==> config.mk <==
export PLATFORM = sky130hd
export DESIGN_NAME = cq_thread_seq
export DESIGN_NICKNAME = d
export VERILOG_FILES = /design/src/rtl/cqt_pkg.sv /design/src/rtl/cqt_decode.sv /design/src/rtl/cqt_warm_rst.sv /design/src/rtl/cqt_irq.sv /design/src/rtl/cq_thread_seq.sv
export SDC_FILE = /design/constraint.sdc
export NUM_CORES = 1
export LEC_CHECK = 0
export BUFFER_PORTS_ARGS = -buffer_cell sky130_fd_sc_hd__buf_2
export CAP_MARGIN = 0
export CORE_MARGIN = 2
export CORE_UTILIZATION = 40
export CTS_BUF_LIST = sky130_fd_sc_hd__clkbuf_2 sky130_fd_sc_hd__clkbuf_4 sky130_fd_sc_hd__clkbuf_8
export DETAILED_ROUTE_END_ITERATION = 16
export HOLD_SLACK_MARGIN = 0.1
export PLACE_DENSITY = 0.61
export SLEW_MARGIN = 30
export SYNTH_ARGS = -nofsm -noshare
export SYNTH_HDL_FRONTEND = slang
export SYNTH_HIERARCHICAL = 1
export SYNTH_SLANG_ARGS = --single-unit
==> constraint.sdc <==
create_clock -name clk -period 4.1 [get_ports clk]
set_input_delay 0.41 -clock clk [delete_from_list [all_inputs] [get_ports clk]]
set_output_delay 0.41 -clock clk [all_outputs]
set_load 0.005 [all_outputs]
==> src/rtl/cqt_pkg.sv <==
package cqt_pkg;
  localparam logic [31:0] OP_JUMP_ABS = 32'h1000_0001;
  localparam logic [31:0] OP_JUMP_REL = 32'h1000_0000;
  localparam logic [31:0] OP_WAIT_EVT = 32'h2000_0000;

  localparam logic [7:0] OFS_WRST  = 8'h00;
  localparam logic [7:0] OFS_EN    = 8'h04;
  localparam logic [7:0] OFS_PAUSE = 8'h08;
  localparam logic [7:0] OFS_STAT  = 8'h0C;
  localparam logic [7:0] OFS_ISTS  = 8'h10;
  localparam logic [7:0] OFS_IEN   = 8'h14;
  localparam logic [7:0] OFS_PC    = 8'h20;
  localparam logic [7:0] OFS_END   = 8'h24;
  localparam logic [7:0] OFS_WAIT  = 8'h30;
  localparam logic [7:0] OFS_PRIO  = 8'h40;

  localparam int IRQ_W = 5;
  localparam logic [IRQ_W-1:0] IRQ_MASK = 5'b1_0011;

  typedef enum logic [2:0] {
    ST_IDLE, ST_RUN, ST_FETCH, ST_WAIT, ST_DONE, ST_ERR
  } seq_state_t;

  typedef enum logic [1:0] {K_STEP, K_JUMP, K_WAIT} ikind_t;
endpackage

==> src/rtl/cqt_decode.sv <==
module cqt_decode
  import cqt_pkg::*;
#(
  parameter int SHIFT = 0,
  parameter int EVT_N = 8,
  localparam int EVT_W = (EVT_N > 1) ? $clog2(EVT_N) : 1
) (
  input  logic [63:0]      instr,
  input  logic [31:0]      pc,
  output ikind_t           kind,
  output logic [31:0]      next_pc,
  output logic [EVT_W-1:0] evt_idx,
  output logic             evt_bad
);
  localparam logic [31:0] INC = 32'd8 >> SHIFT;

  logic [31:0] hi, lo;
  assign hi = instr[63:32];
  assign lo = instr[31:0];

  always_comb begin
    kind    = K_STEP;
    next_pc = pc + INC;
    evt_idx = lo[EVT_W-1:0];
    evt_bad = (lo >= 32'(EVT_N));
    if (hi == OP_JUMP_ABS) begin
      kind    = K_JUMP;
      next_pc = lo >> SHIFT;
    end else if (hi == OP_JUMP_REL) begin
      kind    = K_JUMP;
      next_pc = pc + $unsigned($signed(lo) >>> SHIFT);
    end else if (hi == OP_WAIT_EVT) begin
      kind    = K_WAIT;
    end
  end
endmodule

==> src/rtl/cqt_warm_rst.sv <==
module cqt_warm_rst #(
  parameter int CYC = 4,
  localparam int CW = $clog2(CYC + 1)
) (
  input  logic clk,
  input  logic rst_ni,
  input  logic start,
  output logic busy
);
  logic [CW-1:0] cnt_q, cnt_n;

  always_comb begin
    cnt_n = cnt_q;
    if (start) cnt_n = CW'(CYC);
    else if (cnt_q != '0) cnt_n = cnt_q - 1'b1;
  end

  always_ff @(posedge clk or negedge rst_ni) begin
    if (!rst_ni) cnt_q <= '0;
    else         cnt_q <= cnt_n;
  end

  assign busy = (cnt_q != '0);
endmodule

==> src/rtl/cqt_irq.sv <==
module cqt_irq
  import cqt_pkg::*;
(
  input  logic             clk,
  input  logic             rst_ni,
  input  logic             clr_wr,
  input  logic [IRQ_W-1:0] clr_data,
  input  logic [IRQ_W-1:0] set,
  input  logic [IRQ_W-1:0] ena,
  output logic [IRQ_W-1:0] sts,
  output logic             irq
);
  logic [IRQ_W-1:0] sts_n;

  always_comb begin
    sts_n = sts;
    if (clr_wr) sts_n = sts_n & clr_data;
    sts_n = (sts_n | set) & IRQ_MASK;
  end

  always_ff @(posedge clk or negedge rst_ni) begin
    if (!rst_ni) sts <= '0;
    else         sts <= sts_n;
  end

  assign irq = |(sts & ena);
endmodule

==> src/rtl/cq_thread_seq.sv <==
module cq_thread_seq
  import cqt_pkg::*;
#(
  parameter int          SHIFT      = 0,
  parameter int          EVT_N      = 8,
  parameter int          PRIO_W     = 3,
  parameter int          RST_CYCLES = 4,
  parameter logic [31:0] LEGAL_LO   = 32'h0000_0000,
  parameter logic [31:0] LEGAL_HI   = 32'h8000_0000,
  localparam int         EVT_W      = (EVT_N > 1) ? $clog2(EVT_N) : 1
) (
  input  logic             clk,
  input  logic             rst_n,
  input  logic             reg_wr,
  input  logic [7:0]       reg_addr,
  input  logic [31:0]      reg_wdata,
  output logic [31:0]      reg_rdata,
  output logic             mem_req,
  output logic [31:0]      mem_addr,
  input  logic             mem_ack,
  input  logic [63:0]      mem_rdata,
  input  logic [EVT_N-1:0] evt_in,
  output logic             irq
);
  localparam logic [31:0] INC = 32'd8 >> SHIFT;

  logic [1:0] rsync;
  logic       rst_ni;
  always_ff @(posedge clk or negedge rst_n) begin
    if (!rst_n) rsync <= 2'b00;
    else        rsync <= {rsync[0], 1'b1};
  end
  assign rst_ni = rsync[1];

  seq_state_t       state_q, state_n;
  logic             en_q, en_n, susp_q, susp_n, flush_q, flush_n;
  logic [PRIO_W-1:0] prio_q, prio_n;
  logic [31:0]      pc_q, pc_n, end_q, end_n, faddr_q, faddr_n, fsm_pc;
  logic [IRQ_W-1:0] irqen_q, irqen_n, irq_set, irq_sts;
  logic [EVT_W-1:0] widx_q, widx_n;

  logic rst_busy, rst_go, wr_ok, pc_wr, bad_addr, stopped, waiting;
  logic [31:0] fetch_ba;
  ikind_t      dec_kind;
  logic [31:0] dec_next;
  logic [EVT_W-1:0] dec_idx;
  logic        dec_bad;

  assign wr_ok    = reg_wr && !rst_busy;
  assign rst_go   = wr_ok && (reg_addr == OFS_WRST) && reg_wdata[0];
  assign pc_wr    = wr_ok && (reg_addr == OFS_PC);
  assign fetch_ba = pc_q << SHIFT;
  assign bad_addr = (fetch_ba < LEGAL_LO) || (fetch_ba >= LEGAL_HI);

  cqt_warm_rst #(.CYC(RST_CYCLES)) u_wrst (
    .clk(clk), .rst_ni(rst_ni), .start(rst_go), .busy(rst_busy));

  cqt_decode #(.SHIFT(SHIFT), .EVT_N(EVT_N)) u_dec (
    .instr(mem_rdata), .pc(pc_q), .kind(dec_kind), .next_pc(dec_next),
    .evt_idx(dec_idx), .evt_bad(dec_bad));

  cqt_irq u_irq (
    .clk(clk), .rst_ni(rst_ni),
    .clr_wr(wr_ok && (reg_addr == OFS_ISTS)), .clr_data(reg_wdata[IRQ_W-1:0]),
    .set(irq_set), .ena(irqen_q), .sts(irq_sts), .irq(irq));

  // sequencer next state
  always_comb begin
    state_n = state_q;
    faddr_n = faddr_q;
    flush_n = flush_q;
    widx_n  = widx_q;
    fsm_pc  = pc_q;
    irq_set = '0;
    case (state_q)
      ST_IDLE: if (en_q) state_n = ST_RUN;
      ST_RUN: begin
        if (!en_q) state_n = ST_IDLE;
        else if (!susp_q) begin
          if (pc_q == end_q) begin
            state_n = ST_DONE;
            irq_set[0] = 1'b1;
          end else if (bad_addr) begin
            state_n = ST_ERR;
            irq_set[1] = 1'b1;
          end else begin
            state_n = ST_FETCH;
            faddr_n = fetch_ba;
            flush_n = pc_wr;
          end
        end
      end
      ST_FETCH: begin
        if (mem_ack) begin
          flush_n = 1'b0;
          if (flush_q || pc_wr || !en_q) state_n = en_q ? ST_RUN : ST_IDLE;
          else if (dec_kind == K_WAIT) begin
            if (dec_bad) begin
              state_n = ST_ERR;
              irq_set[4] = 1'b1;
            end else begin
              widx_n  = dec_idx;
              state_n = ST_WAIT;
            end
          end else begin
            fsm_pc  = dec_next;
            state_n = ST_RUN;
          end
        end else if (pc_wr || !en_q) flush_n = 1'b1;
      end
      ST_WAIT: begin
        if (!en_q) state_n = ST_IDLE;
        else if (pc_wr) state_n = ST_RUN;
        else if (!susp_q && evt_in[widx_q]) begin
          fsm_pc  = pc_q + INC;
          state_n = ST_RUN;
        end
      end
      ST_DONE: begin
        if (!en_q) state_n = ST_IDLE;
        else if (pc_q != end_q) state_n = ST_RUN;
      end
      ST_ERR: if (!en_q) state_n = ST_IDLE;
      default: state_n = ST_IDLE;
    endcase
  end

  // control registers next state
  always_comb begin
    en_n    = en_q;
    susp_n  = susp_q;
    prio_n  = prio_q;
    end_n   = end_q;
    irqen_n = irqen_q;
    pc_n    = fsm_pc;
    if (wr_ok) begin
      case (reg_addr)
        OFS_EN:    en_n    = reg_wdata[0];
        OFS_PAUSE: susp_n  = reg_wdata[0];
        OFS_IEN:   irqen_n = reg_wdata[IRQ_W-1:0] & IRQ_MASK;
        OFS_PC:    pc_n    = reg_wdata;
        OFS_END:   end_n   = reg_wdata;
        OFS_PRIO:  prio_n  = reg_wdata[PRIO_W-1:0];
        default: ;
      endcase
    end
    if (rst_go) begin
      en_n = 1'b0; susp_n = 1'b0; prio_n = '0;
      end_n = '0; irqen_n = '0; pc_n = '0;
    end
  end

  always_ff @(posedge clk or negedge rst_ni) begin
    if (!rst_ni) begin
      state_q <= ST_IDLE; en_q <= 1'b0; susp_q <= 1'b0; flush_q <= 1'b0;
      prio_q <= '0; pc_q <= '0; end_q <= '0; faddr_q <= '0;
      irqen_q <= '0; widx_q <= '0;
    end else begin
      state_q <= state_n; en_q <= en_n; susp_q <= susp_n; flush_q <= flush_n;
      prio_q <= prio_n; pc_q <= pc_n; end_q <= end_n; faddr_q <= faddr_n;
      irqen_q <= irqen_n; widx_q <= widx_n;
    end
  end

  assign mem_req  = (state_q == ST_FETCH);
  assign mem_addr = faddr_q;
  assign waiting  = (state_q == ST_WAIT);
  assign stopped  = !en_q || (susp_q && state_q != ST_FETCH);

  always_comb begin
    case (reg_addr)
      OFS_WRST:  reg_rdata = {31'd0, rst_busy};
      OFS_EN:    reg_rdata = {31'd0, en_q};
      OFS_PAUSE: reg_rdata = {31'd0, susp_q};
      OFS_STAT:  reg_rdata = {30'd0, stopped, 1'b0};
      OFS_ISTS:  reg_rdata = {{(32-IRQ_W){1'b0}}, irq_sts};
      OFS_IEN:   reg_rdata = {{(32-IRQ_W){1'b0}}, irqen_q};
      OFS_PC:    reg_rdata = pc_q;
      OFS_END:   reg_rdata = end_q;
      OFS_WAIT:  reg_rdata = {waiting, 31'd0};
      OFS_PRIO:  reg_rdata = {{(32-PRIO_W){1'b0}}, prio_q};
      default:   reg_rdata = 32'd0;
    endcase
  end
endmodule

==> results of run 1 <==
## final cells by class
cell class	instances	area [um^2]	area share (%)
Timing Repair Buffer	236	1334	11.12
Sequential cell	119	2982	24.85
Multi-Input combinational cell	1022	6751	56.28
Tap cell	330	412.9	3.442
Inverter	23	86.33	0.7196
Clock buffer	19	261.5	2.180
Clock inverter	13	168.9	1.408
## what timing repair did
item	4_1_cts	5_1_grt
endpoints found under the hold margin	2	0
hold buffers	1	0
buffers inserted	0	0
## power by group through the flow
stage / sequential, W / combinational (W) / clock (W)
after floorplan: 0.00153 / 0.00138 / 0
after global placement: 0.00153 / 0.00205 / 0
after detailed placement: 0.00153 / 0.00207 / 0
after CTS: 0.00151 / 0.00208 / 0.00120
after global routing: 0.00153 / 0.00230 / 0.00126
final: 0.00152 / 0.00212 / 0.00119
## sequential cells by signal (all words and copies together) (netlist names), 2 cells and up
register,flops
u_irq/sts,3
mem_addr,32
u_wrst/cnt_q,3
widx_q,3
fetch_ba,32
prio_q,3
end_q,32
rsync,2
irqen_q,3
state_q,3
## metrics by stage
stage	std cells	cell area (um^2)	util [%]	hold WS (ps)	setup slack [ps]
floorplan	1249	10220	-	114.4	539.3
global placement	1728	11550	45.99	195.3	592.4
detailed placement	1729	11560	46.02	195.8	491.3
CTS	1762	12000	47.78	183.4	590.4
global route	1762	12000	47.78	187.4	322.8
finish	1762	12000	47.78	198.3	544.6
## worst min path at each step
stage / start / endpoint / slack (ps) / cells past startpoint
after CTS: reg_wdata[13] / fetch_ba[13] / 180 / 3
after global routing: reg_wdata[18] / fetch_ba[18] / 190 / 3
after detailed placement: rst_n / rsync[0] / 200 / 1
after global placement: rst_n / rsync[0] / 200 / 1
after floorplan: rst_n / rsync[0] / 110 / 0
final: reg_wdata[18] / fetch_ba[18] / 200 / 3
## worst max-delay path: cells and delay by family (launching register included)
family | cells | cell delay (ps)
compound gates | 8 | 1870
fa+ha+maj | 2 | 700
flops | 1 | 440
simple gates | 3 | 440
## routing by layer
metal,up-vias,GRT usage (%)
met5,-,0
met4,0,10.81
met3,79,5.227
met2,558,43.68
met1,5240,39.18
li1,4973,-
==> out/metrics.csv, run 1 <==
stage,metric,value,unit
routing,drtPass1Iterations,6,
finish,final_nets,1571,
worst_setup_path,crit_type,reg -> reg,
pwr,leakage,5.349,nW
timing,hold_viol,0,
routing,wl_met1,16620,um
worst_setup_path,crit_chain,ha_1 -> fa_1 -> a21o_1 -> a221oi_2 -> o211a_4 -> o211ai_4 -> a211oi_2 -> nor3_1 -> a2111oi_4 -> nor2_1 -> nor3_1 -> o21ai_0 -> a221oi_1,
status,status,completed,
worst_setup_path,cp_max_fo,6,
global_routing,grt_pass1_wl,58270,um
worst_setup_path,crit_start,fetch_ba[0],
clocking,cts_tree,yes,
worst_setup_path,cp-start-kind,flip-flop,
worst_setup_path,critPathCapture,fetch_ba[30],
routing,dr.max_layer_used,met4,
timing,fmax,281.3,MHz
clocking,worst_skew_pair.late_latency,470,ps
finish,drive_gt1_share,23.81,%
timing,relSlewSlack,37.58,%
routing,drt-initial-drc-count,1130,
synth,syn_area,0.01022,mm^2
timing,worst_slew_pin_slew,934.0,ps
pwr,p_int,0.002850,W
routing,wire_per_inst,21.72,um
worst_setup_path,worst-r2r-cell-count,13,
floorplan,rows,58,
floorplan,core,0.02511,mm^2
pwr,power_frac_comb,44.0,%
hold_path,min_path_type,in -> reg,
worst_setup_path,worstReg2RegStart,fetch_ba[0],
floorplan,die-height,163.8,um
routing,route.met2.wl,17150,um
timing,finalCritPeriodShare,86.72,%
worst_setup_path,critPathArrivalTime,3920,ps
finish,antennaDiodeCount,0,
floorplan,ioPinCount,182,
pwr,power,0.004829,W
clocking,h-tree-depth,4,
floorplan,start_util,40.69,%
synth,ys.warnings.count,6,
pwr,peakVddDrop,0.0001983,V
routing,num_vias,10850,
clocking,clkSlewWorstSetupHoldPaths,90,ps
worst_setup_path,cpMostUsedCell,nor3_1,
worst_setup_path,cp_slowest_cell,dfrtp_1,
routing,ant_nets,0,
placed_design,hpwl,28640,um
global_routing,antenna_found_initial,0,
placed_design,port-buffer-count,181,
pwr,switching_share,40.98,%
worst_setup_path,slowest_delay,440,ps
clocking,ctsResizeCount,0,
floorplan,die_w,163.8,um
worst_setup_path,required,4460,ps
synth,synthCells,1248,
pwr,p_switching,0.001979,W
flow_run,maxCapViolations,0,
worst_setup_path,r2r_setup_slack,540,ps
global_routing,grt_max_degree,65,
timing,rsz0062_at_grt,no,
timing,setup_tns,0,ps
routing,wirelength,38260,um
finish,layout_common_cells,"buf_2, nand2_1, a21oi_1, dfrtp_1, nor2_1",
clocking,clock_sinks,119,
synth,avgSynthCellArea,8.187,um^2
clocking,cts_inserted_buffers,17,
routing,drc_errors,0,
finish,final_common_cell,buf_2,
clocking,clock_path_buffers,2,
routing,wl_met3,3128,um
global_routing,grt_pass1_vias,10200,
placed_design,routabilityCongestion,0.9442,
timing,drv_slew,0,
finish,num-fill-cells,2549,
timing,finalCriticalPeriod,3555,ps
finish,syn_to_final_growth,17.41,%
floorplan,die-area,0.02684,mm^2
pwr,power_density,402.5,mW/mm^2
clocking,clk_root_buffer_cell,clkbuf_8,
routing,post_drt_via_cell_ratio,6.158,
pwr,clockPowerShare,24.6,%
timing,finClkSkew,20.79,ps
global_routing,grt_usage,28.25,%
pwr,p_seq_share,31.4,%
worst_setup_path,r2r_end,fetch_ba[30],
global_routing,grt-ovfl-total,0,
worst_setup_path,end_kind,flip-flop,
timing,setup_viol,0,
Power figures use the tool's default switching activity.
==> run 2: changes to the inputs <==
--- a/config.mk
+++ b/config.mk
@@ -5,14 +5,15 @@
 export SDC_FILE = /design/constraint.sdc
 export NUM_CORES = 1
 export LEC_CHECK = 0
+export ABC_AREA = 1
 export BUFFER_PORTS_ARGS = -buffer_cell sky130_fd_sc_hd__buf_2
 export CAP_MARGIN = 0
 export CORE_MARGIN = 2
 export CORE_UTILIZATION = 40
-export CTS_BUF_LIST = sky130_fd_sc_hd__clkbuf_2 sky130_fd_sc_hd__clkbuf_4 sky130_fd_sc_hd__clkbuf_8
+export CTS_BUF_LIST = sky130_fd_sc_hd__clkbuf_4
 export DETAILED_ROUTE_END_ITERATION = 16
 export HOLD_SLACK_MARGIN = 0.1
-export PLACE_DENSITY = 0.61
+export PLACE_DENSITY = 0.6
 export SLEW_MARGIN = 30
 export SYNTH_ARGS = -nofsm -noshare
 export SYNTH_HDL_FRONTEND = slang
==> run 2 against run 1 <==
Sequential power increased by 18%. Hold slack worse by 57 ps. Cell area rose by 15%. Fmax grew 17%. Combinational power increased by 54%. Clock power down 34%. Total power increased by 21%. Die area increased by 18%. Routed wire length increased by 16%. Critical path depth decreased by 6. Area after synthesis up 19%.
==> out/metrics.csv, run 2 <==
stage,metric,value,unit,change
status,status,completed,,unchanged
placed_design,hpwl,35070,um,"was 28,640 um"
worst_setup_path,crit_chain,inv_2 -> nand2_2 -> nor2_4 -> clkinv_1 -> o21ai_0 -> o2111ai_1 -> buf_2,,was ha_1 -> fa_1 -> a21o_1 -> a221oi_2 -> o211a_4 -> o211ai_4 -> a211oi_2 -> nor3_1 -> a2111oi_4 -> nor2_1 -> nor3_1 -> o21ai_0 -> a221oi_1
routing,post_drt_via_cell_ratio,5.325,,was 6.158
floorplan,die_w,178.1,um,was 163.8 um
clocking,clock_sinks,119,,unchanged
placed_design,routabilityCongestion,0.9409,,was 0.9442
routing,ant_nets,0,,unchanged
synth,ys.warnings.count,6,,unchanged
finish,drive_gt1_share,16.10,%,was 23.81%
routing,wire_per_inst,17.22,um,was 21.72 um
hold_path,min_path_type,in -> async,,was in -> reg
placed_design,dp.cells,2523,,"was 1,729"
worst_setup_path,crit_type,reg -> out,,was reg -> reg
clocking,cts_inserted_buffers,17,,unchanged
placed_design,port-buffer-count,181,,unchanged
finish,final_nets,2331,,"was 1,571"
floorplan,die-height,178.1,um,was 163.8 um
synth,avgSynthCellArea,6.069,um^2,was 8.187 um^2
pwr,power,0.005837,W,was 0.004829 W
clocking,worst_skew_pair.late_latency,580,ps,was 470 ps
global_routing,grt_pass1_vias,12770,,was 10.20k
routing,drc_errors,0,,unchanged
worst_setup_path,slowest_delay,460,ps,was 440 ps
worst_setup_path,cp_max_fo,16,,was 6
timing,rsz0062_at_grt,no,,unchanged
routing,drtPass1Iterations,6,,unchanged
timing,finalWorstSetupSlack,1051,ps,was 544.6 ps
worst_setup_path,worstReg2RegStart,fetch_ba[3],,was fetch_ba[0]
worst_setup_path,worst-path-buf-inv,3,,was 0
floorplan,rows,63,,was 58
clocking,clkSlewWorstSetupHoldPaths,120,ps,was 90 ps
clocking,clk_root_buffer_cell,clkbuf_4,,was clkbuf_8
floorplan,start_util,40.81,%,was 40.69%
worst_setup_path,end_kind,output pin,,was flip-flop
global_routing,grt_max_degree,65,,unchanged
timing,hold_viol,0,,unchanged
floorplan,die-area,0.03173,mm^2,was 0.02684 mm^2
placed_design,place_area,0.01325,mm^2,was 0.01156 mm^2
clocking,clock_path_buffers,2,,unchanged
pwr,leakage,7.266,nW,was 5.349 nW
worst_setup_path,critical-path-top-delay-family,simple AND/OR/NAND/NOR gates,,was compound AO/OA/AOI/OAI gates
clocking,h-tree-depth,4,,unchanged
global_routing,grt_usage,28.48,%,was 28.25%
worst_setup_path,r2r_end,fetch_ba[11],,was fetch_ba[30]
finish,final_area,0.01376,mm^2,was 0.01200 mm^2
pwr,peakVddDrop,0.0002940,V,was 0.0001983 V
routing,num_vias,13750,,was 10.85k
timing,worst_slew_pin_slew,884.8,ps,was 934.0 ps
synth,synthCells,1998,,"was 1,248"
worst_setup_path,worst-r2r-cell-count,12,,was 13
timing,setup_tns,0,ps,unchanged
floorplan,core,0.02972,mm^2,was 0.02511 mm^2
worst_setup_path,r2r_setup_slack,1090,ps,was 540 ps
synth,syn_area,0.01213,mm^2,was 0.01022 mm^2
global_routing,grt_pass1_wl,70190,um,"was 58,270 um"
finish,fin_cells,2583,,"was 1,762"
timing,finalCriticalPeriod,3049,ps,was 3555 ps
timing,drv_slew,0,,unchanged
finish,syn_to_final_growth,13.45,%,was 17.41%
worst_setup_path,cp_slowest_cell,dfrtp_1,,unchanged
finish,layout_common_cells,"nand2_1, inv_1, nand3_1, buf_2, nor2_1",,"was buf_2, nand2_1, a21oi_1, dfrtp_1, nor2_1"
global_routing,grt-ovfl-total,0,,unchanged
routing,drt-initial-drc-count,1232,,"was 1,130"
clocking,ctsResizeCount,0,,unchanged
timing,relSlewSlack,41.01,%,was 37.58%
flow_run,maxCapViolations,0,,unchanged
timing,finalCritPeriodShare,74.38,%,was 86.72%
finish,num-fill-cells,3190,,"was 2,549"
placed_design,dp_slack,935.6,ps,was 491.3 ps
clocking,cts_tree,yes,,unchanged
pwr,power_density,424.3,mW/mm^2,was 402.5 mW/mm^2
worst_setup_path,cp-start-kind,flip-flop,,unchanged
timing,fmax,327.9,MHz,was 281.3 MHz
worst_setup_path,critPathArrivalTime,2640,ps,was 3920 ps
timing,finClkSkew,26.89,ps,was 20.79 ps
timing,setup_viol,0,,unchanged
finish,final_common_cell,nand2_1,,was buf_2
routing,wirelength,44470,um,"was 38,260 um"
floorplan,ioPinCount,182,,unchanged
worst_setup_path,required,3690,ps,was 4460 ps
global_routing,antenna_found_initial,1,,was 0
run 2: routing by layer:
layer | vias to the layer above | global-route usage (%) | share of wire [%]
li1 | 6808 | - | -
met1 | 6294 | 42.44 | 47
met2 | 593 | 43.36 | 43
met3 | 59 | 3.303 | 7.4
met4 | 0 | 7.411 | 2.2
met5 | - | 0 | 0
run 2: worst max path at each step:
stage          slack [ps]          start           end  depth (start not counted)
6_report             1050     state_q[2]  reg_rdata[1]                          7
3_5_place_dp          940  mem_rdata[47]  fetch_ba[11]                         19
2_1_floorplan         540       rsync[1]          en_q                          0
3_3_place_gp          990  mem_rdata[45]   fetch_ba[1]                         18
4_1_cts              1080     state_q[2]  reg_rdata[1]                          7
5_1_grt               870     state_q[2]  reg_rdata[1]                          7
run 2: where the power goes:
group / switching [W] / internal [W]
registers: 0.000393 / 0.00139
clock network: 0.000533 / 0.000248
logic: 0.00213 / 0.00114
total: 0.00306 / 0.00278
run 2: repair_timing:
action                                 CTS  global route
setup endpoints to repair                0             0
hold buffers                            27             0
endpoints found under the hold margin   36             0
buffers inserted                         0             0
run 2: metrics by stage:
| stage | hold slack (ps) | utilization, % |
|---|---|---|
| floorplan | 114.4 | - |
| global placement | 196.4 | 44.48 |
| detailed placement | 201.1 | 44.57 |
| CTS | 103.4 | 46.29 |
| global route | 119.3 | 46.30 |
| finish | 140.9 | 46.30 |
run 2: final cells by class:
cell class              instances  area, um^2  area share (%)
multi-input cells            1527        7630           55.46
flip-flops and latches        119        2982           21.67
repair buffers                227        1339           9.731
inverters                     287        1079           7.839
well taps                     390       488.0           3.547
clock buffers                  18       135.1          0.9822
clock inverters                14       103.9          0.7548
diodes                          1       2.502         0.01819
run 2: worst register-to-register path: cells and delay by family, from the launching register on:
family,cells,cell delay [ps]
AO/OA/AOI/OAI,4,670
XOR/XNOR,1,220
adder cells (fa/ha/maj),1,320
buffers and inverters,1,100
flip-flops,1,660
AND/OR/NAND/NOR,5,970
